===== config.mk =====
export PLATFORM = sky130hd
export DESIGN_NAME = frac_clk_div
export DESIGN_NICKNAME = d
export VERILOG_FILES = /design/src/rtl/fcd_pkg.sv /design/src/rtl/fcd_ratio_decode.sv /design/src/rtl/fcd_phase_seq.sv /design/src/rtl/fcd_edge_merge.sv /design/src/rtl/frac_clk_div.sv
export SDC_FILE = /design/constraint.sdc
export NUM_CORES = 1
export LEC_CHECK = 0
export BUFFER_PORTS_ARGS = -buffer_cell sky130_fd_sc_hd__buf_2
export CORE_ASPECT_RATIO = 1.75
export CORE_MARGIN = 3
export CORE_UTILIZATION = 40
export CTS_BUF_LIST = sky130_fd_sc_hd__clkbuf_8
export DETAILED_ROUTE_END_ITERATION = 8
export PLACE_DENSITY = 0.62
export RECOVER_POWER = 25
export SKIP_LAST_GASP = 1
export SLEW_MARGIN = 10
export SYNTH_ARGS = -nofsm -noshare
export SYNTH_HDL_FRONTEND = slang
export SYNTH_HIERARCHICAL = 1
export SYNTH_SLANG_ARGS = --single-unit

===== constraint.sdc =====
create_clock -name clk_i -period 7.5 [get_ports clk_i]
set_input_delay 0 -clock clk_i [delete_from_list [all_inputs] [get_ports clk_i]]
set_output_delay 0 -clock clk_i [all_outputs]
set_load 0.02 [all_outputs]

===== src/rtl/fcd_pkg.sv =====
`timescale 1ns/1ps
package fcd_pkg;

    localparam int SLOT_W = 3;

    typedef enum logic [2:0] {
        RC_HALT   = 3'd0,
        RC_BY1    = 3'd1,
        RC_BY1P5  = 3'd2,
        RC_RES_A  = 3'd3,
        RC_BY2    = 3'd4,
        RC_BY2P5  = 3'd5,
        RC_BY3    = 3'd6,
        RC_RES_B  = 3'd7
    } ratio_code_e;

    // Output period in core half-cycles; zero means no clock.
    function automatic logic [SLOT_W-1:0] period_slots(input logic [2:0] code);
        logic [SLOT_W-1:0] n;
        case (ratio_code_e'(code))
            RC_BY1:   n = SLOT_W'(2);
            RC_BY1P5: n = SLOT_W'(3);
            RC_BY2:   n = SLOT_W'(4);
            RC_BY2P5: n = SLOT_W'(5);
            RC_BY3:   n = SLOT_W'(6);
            default:  n = '0;
        endcase
        return n;
    endfunction

endpackage


===== src/rtl/fcd_ratio_decode.sv =====
`timescale 1ns/1ps
module fcd_ratio_decode #(
    parameter int SLOT_W = fcd_pkg::SLOT_W,
    parameter int BUS_W  = 4
) (
    input  logic [2:0]        code_i,
    input  logic [BUS_W-1:0]  bus_half_i,
    output logic [SLOT_W-1:0] slots_o,
    output logic              legal_o,
    output logic              rsvd_o,
    output logic              cfg_err_o
);
    always_comb begin
        slots_o   = fcd_pkg::period_slots(code_i);
        legal_o   = (slots_o != '0);
        rsvd_o    = (code_i == fcd_pkg::RC_RES_A) || (code_i == fcd_pkg::RC_RES_B);
        cfg_err_o = legal_o && (32'(slots_o) > 32'(bus_half_i));
    end
endmodule


===== src/rtl/fcd_phase_seq.sv =====
`timescale 1ns/1ps
module fcd_phase_seq #(
    parameter int SLOT_W = fcd_pkg::SLOT_W
) (
    input  logic              clk_i,
    input  logic              rst_ni,
    input  logic [SLOT_W-1:0] slots_i,
    input  logic              legal_i,
    input  logic              rsvd_i,
    input  logic              stop_i,
    output logic              lvl_a_o,
    output logic              lvl_b_o,
    output logic              edge_en_o,
    output logic              loop_en_o,
    output logic              rsvd_o
);
    typedef struct packed {
        logic              run;
        logic              loop_en;
        logic              rsvd;
        logic [SLOT_W-1:0] per;
        logic [SLOT_W-1:0] ph;
        logic              en;
    } seq_t;

    seq_t seq_d, seq_q;

    logic [SLOT_W-1:0] per_use;
    logic [SLOT_W-1:0] high_len;
    logic [SLOT_W-1:0] ph_b;
    logic [SLOT_W-1:0] ph_n;
    logic              run_use;

    always_comb begin
        seq_d   = seq_q;
        per_use = seq_q.per;
        run_use = seq_q.run;
        lvl_a_o = 1'b0;
        lvl_b_o = 1'b0;
        ph_b    = '0;
        ph_n    = '0;

        // New settings enter only where a period would begin (output low).
        if (seq_q.ph == '0) begin
            run_use       = legal_i && !stop_i;
            per_use       = legal_i ? slots_i : '0;
            seq_d.loop_en = legal_i;
            seq_d.rsvd    = rsvd_i;
        end
        high_len = per_use >> 1;

        if (run_use) begin
            ph_b = seq_q.ph + SLOT_W'(1);
            if (ph_b >= per_use) ph_b = ph_b - per_use;
            ph_n = ph_b + SLOT_W'(1);
            if (ph_n >= per_use) ph_n = ph_n - per_use;
            lvl_a_o  = (seq_q.ph < high_len);
            lvl_b_o  = (ph_b < high_len);
            seq_d.en = (seq_q.ph == '0) || (ph_b == '0);
        end else begin
            seq_d.en = 1'b0;
        end
        seq_d.ph  = ph_n;
        seq_d.run = run_use;
        seq_d.per = per_use;
    end

    always_ff @(posedge clk_i or negedge rst_ni) begin
        if (!rst_ni) seq_q <= '0;
        else         seq_q <= seq_d;
    end

    assign edge_en_o = seq_q.en;
    assign loop_en_o = seq_q.loop_en;
    assign rsvd_o    = seq_q.rsvd;

    p_off_no_edge_r5: assert property (@(posedge clk_i) disable iff (!rst_ni)
        !seq_q.loop_en |-> !seq_q.en);

    p_rsvd_no_edge_r6: assert property (@(posedge clk_i) disable iff (!rst_ni)
        seq_q.rsvd |-> !seq_q.en);

    p_phase_in_range_r2: assert property (@(posedge clk_i) disable iff (!rst_ni)
        seq_q.run |-> (seq_q.ph < seq_q.per));

    p_ratio_hold_r8: assert property (@(posedge clk_i) disable iff (!rst_ni)
        (seq_q.ph != '0) |=> $stable(seq_q.per));

    p_sparse_edge_r4: assert property (@(posedge clk_i) disable iff (!rst_ni)
        (seq_q.en && (seq_q.per >= SLOT_W'(4))) |=> !seq_q.en);
endmodule


===== src/rtl/fcd_edge_merge.sv =====
`timescale 1ns/1ps
module fcd_edge_merge (
    input  logic clk_i,
    input  logic rst_ni,
    input  logic lvl_a_i,
    input  logic lvl_b_i,
    output logic clk_o
);
    typedef struct packed {
        logic tgl;
        logic lvl_b;
    } rise_t;

    rise_t rise_d, rise_q;
    logic  fall_d, fall_q;

    always_comb begin
        // Each flop picks the toggle that makes the XOR equal the wanted level.
        rise_d.tgl   = lvl_a_i ^ fall_q;
        rise_d.lvl_b = lvl_b_i;
        fall_d       = rise_q.lvl_b ^ rise_q.tgl;
    end

    always_ff @(posedge clk_i or negedge rst_ni) begin
        if (!rst_ni) rise_q <= '0;
        else         rise_q <= rise_d;
    end

    always_ff @(negedge clk_i or negedge rst_ni) begin
        if (!rst_ni) fall_q <= 1'b0;
        else         fall_q <= fall_d;
    end

    assign clk_o = rise_q.tgl ^ fall_q;
endmodule


===== src/rtl/frac_clk_div.sv =====
`timescale 1ns/1ps
module frac_clk_div #(
    parameter int BUS_W  = 4,
    parameter int SLOT_W = fcd_pkg::SLOT_W
) (
    input  logic             clk_i,
    input  logic             rst_ni,
    input  logic [2:0]       ratio_i,
    input  logic             stop_i,
    input  logic [BUS_W-1:0] bus_half_i,
    output logic             clk_div_o,
    output logic             edge_en_o,
    output logic             illegal_code_o,
    output logic             loop_en_o,
    output logic             cfg_err_o
);
    logic [SLOT_W-1:0] slots;
    logic              legal;
    logic              rsvd;
    logic              lvl_a;
    logic              lvl_b;

    fcd_ratio_decode #(.SLOT_W(SLOT_W), .BUS_W(BUS_W)) u_decode (
        .code_i     (ratio_i),
        .bus_half_i (bus_half_i),
        .slots_o    (slots),
        .legal_o    (legal),
        .rsvd_o     (rsvd),
        .cfg_err_o  (cfg_err_o)
    );

    fcd_phase_seq #(.SLOT_W(SLOT_W)) u_seq (
        .clk_i     (clk_i),
        .rst_ni    (rst_ni),
        .slots_i   (slots),
        .legal_i   (legal),
        .rsvd_i    (rsvd),
        .stop_i    (stop_i),
        .lvl_a_o   (lvl_a),
        .lvl_b_o   (lvl_b),
        .edge_en_o (edge_en_o),
        .loop_en_o (loop_en_o),
        .rsvd_o    (illegal_code_o)
    );

    fcd_edge_merge u_merge (
        .clk_i   (clk_i),
        .rst_ni  (rst_ni),
        .lvl_a_i (lvl_a),
        .lvl_b_i (lvl_b),
        .clk_o   (clk_div_o)
    );
endmodule


==> impl_metrics.csv <==
group,metric,value,unit
pwr,ir_worst_vdd,0.288,mV
worst_setup_path,path_class,"register to output pin",
status,status,"complete, no violations",
placed_design,placed_area,1240,sq um
global_route,grt_max_degree,14,
global_route,grt_overflow_total,0,
clock_network,cts-htree-levels,1,
sta,slew_headroom,0.548,
worst_setup_path,crit_required,7.50,ns
worst_setup_path,critPathSlowestCell,"dfrtn_1",
clock_network,cts.sinks,13,
worst_setup_path,r2r_end,"u_merge/fall_q",
worst_setup_path,start_kind,"register",
global_route,grtUsageTotal,0.150,
routing,drtIter0Drc,23,
finish,final_nets,163,
synthesis,synthCells,123,
routing,routed_wl,2390,um
sta,rsz0062_at_grt,"false",
synthesis,syn-num-nets,144,
finish,num_antenna_cells,0,
placed_design,dp_hpwl,1970,um
worst_hold_path,hp-start,"stop_i",
floorplanning,rows,25,
global_route,grt_pass1_wl,4000,um
worst_setup_path,cp-end-kind,"output pin",
floorplanning,core,2720,sq um
floorplanning,die_x,46.6,um
finish,n_fill_cell,270,
worst_hold_path,hold_depth,3,
floorplanning,boundaryPins,15,
job,maxCapViolations,0,
synthesis,async_flop_share,1.00,
finish,drive_gt1_frac,0.255,
synthesis,syn_area_per_cell,9.37,sq um
floorplanning,initial_core_util,0.423,
clock_network,post_cts_buffers,0,
clock_network,cts-root-buf,"clkbuf_8",
worst_setup_path,crit_path_max_incr_delay,0.44,ns
worst_setup_path,r2r_cells,1,
worst_hold_path,min_path_type,"input port to register",
finish,multi_input_area,749,sq um
synthesis,synth_compound_area_frac,0.164,
finish,finalNonFillerCells,168,
synthesis,synthSimpleGateAreaFrac,0.185,
synthesis,yosysWarnings,6,
synthesis,synth_ff_type,"dfrtp_1",
routing,dr_total_vias,930,
floorplanning,die_y,77.0,um
global_route,grt_antenna_before_repair,0,
routing,via_per_inst,5.54,
global_route,first_global_vias,934,
synthesis,seq_area_frac_synth,0.282,
synthesis,synth_seq_cells,13,
synthesis,synthAdderAreaFrac,0.176,
clock_network,cts_buffer_depth,2,
worst_setup_path,ff2ff_setup_slack,3.05,ns
sta,finalMaxSlewViolations,0,
sta,hold_viol_final,0,
floorplanning,dieArea,3590,sq um
clock_network,clk_pin_slew,0.05,ns
clock_network,cts_inserted_buffers,3,
finish,regArea,325,sq um
pwr,p_per_area,449,nW/um^2
placed_design,dp.cells,163,
worst_setup_path,arrival,4.76,ns
worst_setup_path,crit_fanout,2,
routing,postRouteAntennaNets,0,
synthesis,synth_edf_count,0,
synthesis,post_synth_num_cell_types,44,
placed_design,port_buffers,14,
clock_network,cts_tree,"yes",
sta,tns,0,ns
sta,finClkSkew,0.0197,ns
sta,tightest_slew,0.678,ns
routing,first_pass_iters,3,
placed_design,place_congestion,0.775,
worst_setup_path,cp_cell_sequence,"xor2_1 -> buf_2",
finish,syn_to_final_growth,12.4,%
worst_hold_path,worstHoldEndpoint,"u_seq/edge_en_o",
synthesis,syn_area,1150,sq um
synthesis,synth_xor_area_frac,0.0456,
clock_network,clkLatencyLatePin,0.25,ns
finish,final_area,1290,sq um
pwr,leakagePower,0.000639,uW
routing,post_drt_wl_per_cell,14.2,um
sta,finalSetupViolCount,0,
worst_setup_path,reg2reg_from,"u_merge/rise_q[1]",
synthesis,synthMuxAreaShare,0.0803,
synthesis,synth_top_family_by_area,"simple AND/OR/NAND/NOR gates",
routing,remaining_drc_errors,0,
kinds of logic after synthesis:
kind of cell | count (synthesis)
fa+ha+maj | 17
compound gates | 25
mux | 7
buf+inv | 17
xor+xnor | 6
simple gates | 38
flops | 13
worst max-delay path by stage:
stage | start | endpoint | slack [ns] | cells after the start
floorplan | u_merge/fall_q | clk_div_o | 2.97 | 1
global placement | u_merge/fall_q | clk_div_o | 3.02 | 2
detailed placement | u_merge/fall_q | clk_div_o | 3.01 | 2
CTS | u_merge/fall_q | clk_div_o | 2.73 | 2
global route | u_merge/fall_q | clk_div_o | 2.69 | 2
finish | u_merge/fall_q | clk_div_o | 2.74 | 2
sequential cells by signal, indices dropped and copies added, names as in the netlist:
signal           count
u_seq/loop_en_o      1
u_merge/rise_q       2
u_seq/seq_q          7
u_seq/edge_en_o      1
u_merge/fall_q       1
u_seq/rsvd_o         1
critical path: cells and delay by family, from the launching register on:
kind	cells	cell delay, ns
flip-flops	1	0.44
buffers and inverters	1	0.18
XOR/XNOR	1	0.14
synth_stat cells, types with 3 or more instances:
master / count / area, sq um
nor2b_1: 3 / 18.8
xor2_1: 4 / 35.0
o21ai_0: 3 / 15.0
nor2_1: 6 / 22.5
ha_1: 11 / 138
a21oi_1: 4 / 20.0
maj3_2: 4 / 45.0
dfrtp_1: 12 / 300
nand2b_1: 3 / 18.8
a21o_1: 3 / 22.5
inv_1: 14 / 52.6
mux2_2: 4 / 45.0
o21a_1: 3 / 22.5
nand2_1: 11 / 41.3
routing by layer:
metal | vias up | GRT usage | wire, um
met5 | - | 0 | 0
met4 | 0 | 0.0598 | 38
met3 | 4 | 0.0141 | 57
met2 | 13 | 0.287 | 1430
met1 | 450 | 0.147 | 864
li1 | 463 | - | -
layout by cell type, fill, tap and decap left out, types with 3 or more instances in the layout:
cell type / count
ha_1: 11
o21a_1: 3
mux2_2: 4
buf_2: 13
dfrtp_1: 12
maj3_2: 4
o21ai_0: 3
nand2_1: 11
nand2b_1: 3
clkbuf_8: 3
a21o_1: 3
a21oi_1: 4
inv_1: 15
nor2_1: 6
xor2_1: 4
nor2b_1: 3
what timing repair did:
| action | CTS | global route |
|---|---|---|
| gates resized for setup | 0 | 0 |
| hold buffers | 1 | 0 |
| hold endpoints to repair | 12 | 0 |
power by group:
| group | internal [uW] | total, uW | switching, uW |
|---|---|---|---|
| Clock | 36.0 | 58.5 | 22.5 |
| Combinational | 186 | 413 | 227 |
| Sequential | 96.2 | 110 | 14.2 |
| Total | 318 | 582 | 264 |
cell type report:
| class | instances | share of cell area |
|---|---|---|
| multi-input cells | 93 | 0.579 |
| flip-flops and latches | 13 | 0.251 |
| repair buffers | 15 | 0.0609 |
| inverters | 16 | 0.0483 |
| clock buffers | 3 | 0.0319 |
| well taps | 27 | 0.0261 |
| clock inverters | 1 | 0.00290 |
stage by stage:
step	power (uW)	worst slack, ns	utilization	hold slack, ns
floorplan	448	2.97	-	-0.296
global placement	514	3.02	0.456	-0.108
global route	641	2.69	0.476	0.103
detailed placement	529	3.01	0.456	-0.102
finish	582	2.74	0.476	0.0852
CTS	591	2.73	0.476	0.0795
Note: power is estimated with default switching activity, not from simulation.
